`src/rtl/rowbuf_pkg.sv`:
```
package rowbuf_pkg;
  typedef enum logic [1:0] {
    OP_NONE    = 2'd0,
    OP_RDROW   = 2'd1,
    OP_WRITE   = 2'd2,
    OP_REFRESH = 2'd3
  } arr_op_e;

  typedef enum logic [1:0] {
    S_IDLE      = 2'd0,
    S_MISS_REQ  = 2'd1,
    S_MISS_WAIT = 2'd2
  } ctl_state_e;
endpackage

```
`src/rtl/rowbuf_dram_array.sv`:
```
module rowbuf_dram_array
  import rowbuf_pkg::*;
#(
  parameter int ROWS   = 16,
  parameter int COLS   = 8,
  parameter int DW     = 32,
  parameter int RD_LAT = 4,
  parameter int WR_LAT = 3,
  parameter int RF_LAT = 3,
  localparam int RW    = $clog2(ROWS),
  localparam int CW    = $clog2(COLS),
  localparam int MAXL  = (RD_LAT > WR_LAT) ? ((RD_LAT > RF_LAT) ? RD_LAT : RF_LAT)
                                           : ((WR_LAT > RF_LAT) ? WR_LAT : RF_LAT),
  localparam int LW    = $clog2(MAXL + 1)
) (
  input  logic               clk,
  input  logic               rst,
  input  logic               cmd_valid,
  input  arr_op_e            cmd_op,
  input  logic [RW-1:0]      cmd_row,
  input  logic [CW-1:0]      cmd_col,
  input  logic [DW-1:0]      cmd_wdata,
  output logic               busy,
  output logic               rd_done,
  output logic [COLS*DW-1:0] row_data
);
  logic [COLS*DW-1:0] mem [ROWS];
  logic [LW-1:0]      cnt;
  arr_op_e            op_q;
  logic [RW-1:0]      row_q;
  logic               accept;
  logic               finish;

  assign accept = cmd_valid && !busy;
  assign finish = busy && (cnt == '0);

  always_ff @(posedge clk) begin
    if (rst) begin
      busy    <= 1'b0;
      cnt     <= '0;
      op_q    <= OP_NONE;
      row_q   <= '0;
      rd_done <= 1'b0;
    end else begin
      rd_done <= 1'b0;
      if (accept) begin
        busy  <= 1'b1;
        op_q  <= cmd_op;
        row_q <= cmd_row;
        case (cmd_op)
          OP_RDROW: cnt <= LW'(RD_LAT - 1);
          OP_WRITE: cnt <= LW'(WR_LAT - 1);
          default:  cnt <= LW'(RF_LAT - 1);
        endcase
      end else if (finish) begin
        busy    <= 1'b0;
        rd_done <= (op_q == OP_RDROW);
      end else if (busy) begin
        cnt <= cnt - 1'b1;
      end
    end
  end

  // storage: one word write port, one row-wide read port
  always_ff @(posedge clk) begin
    if (accept && cmd_op == OP_WRITE)
      mem[cmd_row][cmd_col*DW +: DW] <= cmd_wdata;
  end

  always_ff @(posedge clk) begin
    if (finish && op_q == OP_RDROW)
      row_data <= mem[row_q];
  end
endmodule

```
`src/rtl/rowbuf_refresh_sched.sv`:
```
module rowbuf_refresh_sched #(
  parameter int ROWS         = 16,
  parameter int INTERVAL     = 40,
  parameter int OVERDUE      = 20,
  localparam int RW          = $clog2(ROWS),
  localparam int TW          = $clog2(INTERVAL),
  localparam int AW          = $clog2(OVERDUE + 1)
) (
  input  logic          clk,
  input  logic          rst,
  input  logic          grant,
  output logic          pending,
  output logic          overdue,
  output logic [RW-1:0] ref_row
);
  logic [TW-1:0] tmr;
  logic [AW-1:0] age;
  logic          tick;

  assign tick    = (tmr == TW'(INTERVAL - 1));
  assign overdue = pending && (age == AW'(OVERDUE));

  always_ff @(posedge clk) begin
    if (rst) begin
      tmr     <= '0;
      age     <= '0;
      pending <= 1'b0;
      ref_row <= '0;
    end else begin
      tmr <= tick ? '0 : tmr + 1'b1;
      if (grant) begin
        pending <= 1'b0;
        age     <= '0;
        ref_row <= ref_row + 1'b1;
      end else if (pending && age != AW'(OVERDUE)) begin
        age <= age + 1'b1;
      end
      if (tick)
        pending <= 1'b1;
    end
  end
endmodule

```
`src/rtl/rowbuf_line.sv`:
```
module rowbuf_line #(
  parameter int COLS = 8,
  parameter int DW   = 32,
  localparam int CW  = $clog2(COLS)
) (
  input  logic               clk,
  input  logic               load,
  input  logic [COLS*DW-1:0] load_data,
  input  logic               wr_en,
  input  logic [CW-1:0]      wr_col,
  input  logic [DW-1:0]      wr_data,
  input  logic [CW-1:0]      rd_col,
  output logic [DW-1:0]      rd_data
);
  logic [DW-1:0] words [COLS];

  for (genvar c = 0; c < COLS; c++) begin : g_word
    always_ff @(posedge clk) begin
      if (load)
        words[c] <= load_data[c*DW +: DW];
      else if (wr_en && wr_col == CW'(c))
        words[c] <= wr_data;
    end
  end

  assign rd_data = words[rd_col];
endmodule

```
`src/rtl/rowbuf_dram_ctrl.sv`:
```
module rowbuf_dram_ctrl
  import rowbuf_pkg::*;
#(
  parameter int ROWS         = 16,
  parameter int COLS         = 8,
  parameter int DW           = 32,
  parameter int MISS_LAT     = 4,
  parameter int WR_LAT       = 3,
  parameter int REF_LAT      = 3,
  parameter int REF_INTERVAL = 40,
  parameter int REF_OVERDUE  = 20,
  localparam int RW          = $clog2(ROWS),
  localparam int CW          = $clog2(COLS)
) (
  input  logic          clk,
  input  logic          rst,
  input  logic          req_valid,
  output logic          req_ready,
  input  logic          req_we,
  input  logic [RW-1:0] req_row,
  input  logic [CW-1:0] req_col,
  input  logic [DW-1:0] req_wdata,
  output logic          rsp_valid,
  output logic          rsp_hit,
  output logic [DW-1:0] rsp_rdata
);
  ctl_state_e         state;
  logic               buf_valid;
  logic [RW-1:0]      last_row;
  logic [RW-1:0]      miss_row;
  logic [CW-1:0]      miss_col;
  logic               wr_pending;
  logic [RW-1:0]      wr_row;
  logic [CW-1:0]      wr_col;
  logic [DW-1:0]      wr_data;
  logic               page_hit;
  logic               accept;
  logic [DW-1:0]      buf_word;
  arr_op_e            issue_op;
  logic               arr_busy;
  logic               arr_rd_done;
  logic [COLS*DW-1:0] arr_row;
  logic [RW-1:0]      cmd_row;
  logic               ref_pend;
  logic               ref_overdue;
  logic               ref_grant;
  logic [RW-1:0]      ref_row;
  logic               miss_load;

  assign page_hit  = buf_valid && (req_row == last_row);
  assign req_ready = (state == S_IDLE) && (req_we ? !wr_pending : (page_hit || !wr_pending));
  assign accept    = req_valid && req_ready;
  assign miss_load = (state == S_MISS_WAIT) && arr_rd_done;

  // array arbitration: overdue refresh, then posted write, then miss, then refresh
  always_comb begin
    issue_op = OP_NONE;
    if (!arr_busy) begin
      if (ref_pend && ref_overdue)   issue_op = OP_REFRESH;
      else if (wr_pending)           issue_op = OP_WRITE;
      else if (state == S_MISS_REQ)  issue_op = OP_RDROW;
      else if (ref_pend)             issue_op = OP_REFRESH;
    end
  end

  always_comb begin
    case (issue_op)
      OP_WRITE: cmd_row = wr_row;
      OP_RDROW: cmd_row = miss_row;
      default:  cmd_row = ref_row;
    endcase
  end

  assign ref_grant = (issue_op == OP_REFRESH);

  rowbuf_dram_array #(
    .ROWS(ROWS), .COLS(COLS), .DW(DW),
    .RD_LAT(MISS_LAT), .WR_LAT(WR_LAT), .RF_LAT(REF_LAT)
  ) u_array (
    .clk       (clk),
    .rst       (rst),
    .cmd_valid (issue_op != OP_NONE),
    .cmd_op    (issue_op),
    .cmd_row   (cmd_row),
    .cmd_col   (wr_col),
    .cmd_wdata (wr_data),
    .busy      (arr_busy),
    .rd_done   (arr_rd_done),
    .row_data  (arr_row)
  );

  rowbuf_refresh_sched #(
    .ROWS(ROWS), .INTERVAL(REF_INTERVAL), .OVERDUE(REF_OVERDUE)
  ) u_refresh (
    .clk     (clk),
    .rst     (rst),
    .grant   (ref_grant),
    .pending (ref_pend),
    .overdue (ref_overdue),
    .ref_row (ref_row)
  );

  rowbuf_line #(.COLS(COLS), .DW(DW)) u_line (
    .clk       (clk),
    .load      (miss_load),
    .load_data (arr_row),
    .wr_en     (accept && req_we && page_hit),
    .wr_col    (req_col),
    .wr_data   (req_wdata),
    .rd_col    (req_col),
    .rd_data   (buf_word)
  );

  always_ff @(posedge clk) begin
    if (rst) begin
      state      <= S_IDLE;
      buf_valid  <= 1'b0;
      last_row   <= '0;
      miss_row   <= '0;
      miss_col   <= '0;
      wr_pending <= 1'b0;
      wr_row     <= '0;
      wr_col     <= '0;
      wr_data    <= '0;
      rsp_valid  <= 1'b0;
      rsp_hit    <= 1'b0;
      rsp_rdata  <= '0;
    end else begin
      rsp_valid <= 1'b0;
      if (issue_op == OP_WRITE)
        wr_pending <= 1'b0;
      case (state)
        S_IDLE: begin
          if (accept) begin
            if (req_we) begin
              wr_pending <= 1'b1;
              wr_row     <= req_row;
              wr_col     <= req_col;
              wr_data    <= req_wdata;
            end else if (page_hit) begin
              rsp_valid <= 1'b1;
              rsp_hit   <= 1'b1;
              rsp_rdata <= buf_word;
            end else begin
              miss_row <= req_row;
              miss_col <= req_col;
              state    <= S_MISS_REQ;
            end
          end
        end
        S_MISS_REQ: begin
          if (issue_op == OP_RDROW)
            state <= S_MISS_WAIT;
        end
        S_MISS_WAIT: begin
          if (arr_rd_done) begin
            buf_valid <= 1'b1;
            last_row  <= miss_row;
            rsp_valid <= 1'b1;
            rsp_hit   <= 1'b0;
            rsp_rdata <= arr_row[miss_col*DW +: DW];
            state     <= S_IDLE;
          end
        end
        default: state <= S_IDLE;
      endcase
    end
  end
endmodule

```
`config.mk`:
```
export PLATFORM = sky130hd
export DESIGN_NAME = rowbuf_dram_ctrl
export DESIGN_NICKNAME = d
export VERILOG_FILES = /design/src/rtl/rowbuf_pkg.sv /design/src/rtl/rowbuf_dram_array.sv /design/src/rtl/rowbuf_refresh_sched.sv /design/src/rtl/rowbuf_line.sv /design/src/rtl/rowbuf_dram_ctrl.sv
export SDC_FILE = /design/constraint.sdc
export NUM_CORES = 2
export LEC_CHECK = 0
export BUFFER_PORTS_ARGS = -buffer_cell sky130_fd_sc_hd__buf_2
export CORE_MARGIN = 2
export CORE_UTILIZATION = 50
export DETAILED_ROUTE_END_ITERATION = 10
export GPL_ROUTABILITY_DRIVEN = 0
export PLACE_DENSITY = 0.65
export SYNTH_ARGS = -nofsm -noshare
export SYNTH_HDL_FRONTEND = slang
export SYNTH_MEMORY_MAX_BITS = 65536
export SYNTH_SLANG_ARGS = --single-unit
```
`constraint.sdc`:
```
create_clock -name clk -period 22 [get_ports clk]
set_clock_uncertainty 0.2 [all_clocks]
set_input_delay 1.1 -clock clk [delete_from_list [all_inputs] [get_ports clk]]
set_output_delay 1.1 -clock clk [all_outputs]
set_load 0.05 [all_outputs]
```
==> results.json <==
{
  "drc_errors": 0,
  "worstSetupPathType": "reg -> reg",
  "hold_violations": 0,
  "synth_cells": 8269,
  "setup.reg_to_reg.worst_slack_ns": 15.73,
  "die_area_um2": 373000,
  "htreeDepth": 5,
  "finalCriticalPeriod_ns": 6.27,
  "numClockSinks": 4723,
  "grt_start_max_net_pins": 134,
  "finalWirelength_mm": 513,
  "worstRegToRegCells": 7,
  "crit_path_dat_ns": 6.79,
  "synthArstFlopShare_pct": 0,
  "synthesis.nets": 8324,
  "critPathMaxFanout": 63,
  "synth-seq-area-share_pct": 76.5,
  "tightestPinTransition_ns": 1.37,
  "global_route.overflow_total": 0,
  "start_util_pct": 50.3,
  "rsz0062_at_grt": "false",
  "worst_slack_ns": 15.73,
  "clk_transition_reported_paths_ns": 0.07,
  "worst_path_max_delay_cell": "sky130_fd_sc_hd__dfxtp_4",
  "tns_ns": 0,
  "worst_hold_slack_ns": 0.184,
  "worstSetupStartpoint": "u_array.row_q[1]",
  "clock_tree.root_cell": "sky130_fd_sc_hd__clkbuf_16",
  "worstSkewPairLatency_ns": 1.04,
  "min_to": "wr_row[3]",
  "grtUsageTotal_pct": 27.4,
  "cts-resized-gates": 0,
  "setup-violations-final": 0,
  "core_area_um2": 366000,
  "first_iter_violations": 13800,
  "num_vias": 91000,
  "power_per_unit_of_standard_cell_area_nw_per_um2": 85.5,
  "number_of_iterations_in_the_first_detailed_routing_pass": 7,
  "cells_along_the_critical_path": "buf_4 -> buf_4 -> buf_4 -> buf_4 -> buf_4 -> mux4_2 -> mux4_2",
  "area_delta_synth_final_pct": 12.0,
  "initial_antenna_violation_count": 95,
  "antenna_violating_nets_post_route": 0,
  "post_drt_wl_per_cell_um": 37.0,
  "post-synth-top-area-cell": "sky130_fd_sc_hd__edfxtp_1",
  "timing.slew.headroom_pct": 8.34,
  "synth_cell_type_count": 52,
  "yosys_register_bits": 4723,
  "synth_edf_count": 4608,
  "postCtsSetupBuffers": 0,
  "ctsLongestPathBuffers": 4,
  "synthesis.area_per_instance_um2": 22.2,
  "timing.hold.worst.class": "in -> reg",
  "finalCritPeriodShare_pct": 28.5,
  "yosys_most_used_dff": "sky130_fd_sc_hd__edfxtp_1",
  "cp_data_required_time_ns": 22.52,
  "cts-hold-fix-buffers": 0,
  "hold_path.startpoint": "req_row[3]",
  "viasPerCell": 6.56,
  "report.final.slew_viol_count": 0,
  "port-buffer-count": 77,
  "synth.most_common_cell": "sky130_fd_sc_hd__edfxtp_1",
  "place_ws_ns": 15.81,
  "first_global_vias": 89300,
  "regToRegStartpoint": "u_array.row_q[1]",
  "worstSetupEndpointType": "flop",
  "rr_endpoint": "u_array.row_data[98]",
  "most_common_cell_on_crit_path": "sky130_fd_sc_hd__buf_4",
  "worst_path_largest_cell_delay_ns": 0.82,
  "final_layout_size_suffix_gt1_share_pct": 30.5,
  "crit_path_start_kind": "flop",
  "floorplan.rows": 222,
  "synth.cells.most_frequent": "sky130_fd_sc_hd__edfxtp_1 (4608), sky130_fd_sc_hd__mux4_2 (1282), sky130_fd_sc_hd__nor2_1 (303)",
  "peakVddDrop_v": 0.0000787,
  "status": "finished, final reports clean",
  "yosys-top-cells-area": "sky130_fd_sc_hd__edfxtp_1 (75%), sky130_fd_sc_hd__mux4_2 (16%), sky130_fd_sc_hd__mux2_2 (1.8%), sky130_fd_sc_hd__dfxtp_1 (1.3%), sky130_fd_sc_hd__mux2i_1 (0.62%)",
  "worstHoldPathCells": 3,
  "final_net_count": 8622,
  "grt_pass1_wl_mm": 710,
  "netlist.area_leader.share_pct": 75.2,
  "finish.utilization_pct": 56.3,
  "cts_made_buffers": 454,
  "place_hpwl_mm": 283,
  "max_freq_mhz": 159,
  "cts_tree": "done",
  "syn_area_um2": 184000,
  "timing.max_cap.violations": 0,
  "floorplan.die.width_um": 610,
  "static_leakage_power_nw": 66.0,
  "die_y_um": 610,
  "floorplan.io_pins": 78,
  "synth-warning-count": 0
}
==> metrics by stage <==
step	instances	power [mW]	area, um^2
3_3_place_gp	12900	10.2	191000
5_1_grt	13800	18.0	206000
4_1_cts	13800	17.7	206000
6_report	13900	17.6	206000
2_1_floorplan	8269	10.1	184000
3_5_place_dp	12900	10.2	191000
==> how the worst max path moves through the flow <==
stage | end | slack (ns)
floorplan | u_array.row_data[0] | 14.47
finish | u_array.row_data[98] | 15.73
CTS | u_array.row_data[170] | 15.78
detailed placement | u_array.row_data[98] | 15.81
global placement | u_array.row_data[201] | 15.84
global route | u_array.row_data[211] | 15.38
==> cells by family after synthesis <==
group                    after synthesis  share of synthesized area, %
flip-flops                          4723                          76.5
multiplexers                        1708                          18.2
AND/OR/NAND/NOR                      908                          2.49
buffers and inverters                508                          1.21
AO/OA/AOI/OAI                        394                          1.41
XOR/XNOR                              16                        0.0762
adder cells (fa/ha/maj)               12                        0.0816
==> critical path: cells and delay by family (launching register included) <==
family   cells  cell delay, ns
flops        1            0.82
mux          2            0.93
buf+inv      5            3.78
==> per-layer routing <==
metal | routed length [um] | up-vias | GRT usage [%] | share of wire (%)
met5 | 202 | - | 0 | 0.039
met4 | 27600 | 30 | 13.4 | 5.4
met3 | 58300 | 1046 | 6.28 | 11
met2 | 236000 | 5726 | 41.2 | 46
met1 | 191000 | 48700 | 38.3 | 37
li1 | - | 35400 | - | -
==> flip-flops by register name, indices dropped and copies added (netlist names), 5 cells and up <==
register and count:
u_line.words 256, u_refresh.tmr 6, rsp_rdata 32, wr_data 32, u_array.row_data 256, u_array.mem 4096, u_refresh.age 5
==> cells in the final DEF (no fill, tap or decap), types with 30 or more instances in the layout <==
master / instances
sky130_fd_sc_hd__clkbuf_1: 111
sky130_fd_sc_hd__mux2_2: 298
sky130_fd_sc_hd__clkinv_1: 119
sky130_fd_sc_hd__buf_4: 253
sky130_fd_sc_hd__mux4_2: 1282
sky130_fd_sc_hd__diode_2: 94
sky130_fd_sc_hd__nor2b_1: 101
sky130_fd_sc_hd__nand3_1: 57
sky130_fd_sc_hd__clkbuf_16: 456
sky130_fd_sc_hd__and2_1: 132
sky130_fd_sc_hd__dfxtp_1: 99
sky130_fd_sc_hd__a21oi_1: 156
sky130_fd_sc_hd__nand2_1: 178
sky130_fd_sc_hd__edfxtp_1: 4608
sky130_fd_sc_hd__a311oi_1: 32
sky130_fd_sc_hd__nor2_4: 128
sky130_fd_sc_hd__bufinv_16: 30
sky130_fd_sc_hd__nor2_1: 175
sky130_fd_sc_hd__clkinv_2: 87
sky130_fd_sc_hd__buf_2: 74
sky130_fd_sc_hd__mux2i_1: 114
sky130_fd_sc_hd__a211oi_1: 130
==> cell type report <==
class / instances / area [um^2]
clock inverter: 275 / 2490
timing repair buffer: 338 / 2490
fill: 26400 / 160000
antenna: 94 / 235
multi-input combinational: 3038 / 42000
clock buffer: 568 / 11800
sequential: 4723 / 141000
inverter: 12 / 45.0
tap: 4816 / 6030
==> where the power goes <==
| part | total, mW | switching (mW) | internal [mW] |
|---|---|---|---|
| Clock | 7.56 | 3.38 | 4.18 |
| Sequential | 9.77 | 0.0281 | 9.74 |
| Combinational | 0.267 | 0.180 | 0.0863 |
| Total | 17.6 | 3.58 | 14.0 |
Note: power is estimated with default switching activity, not from simulation.
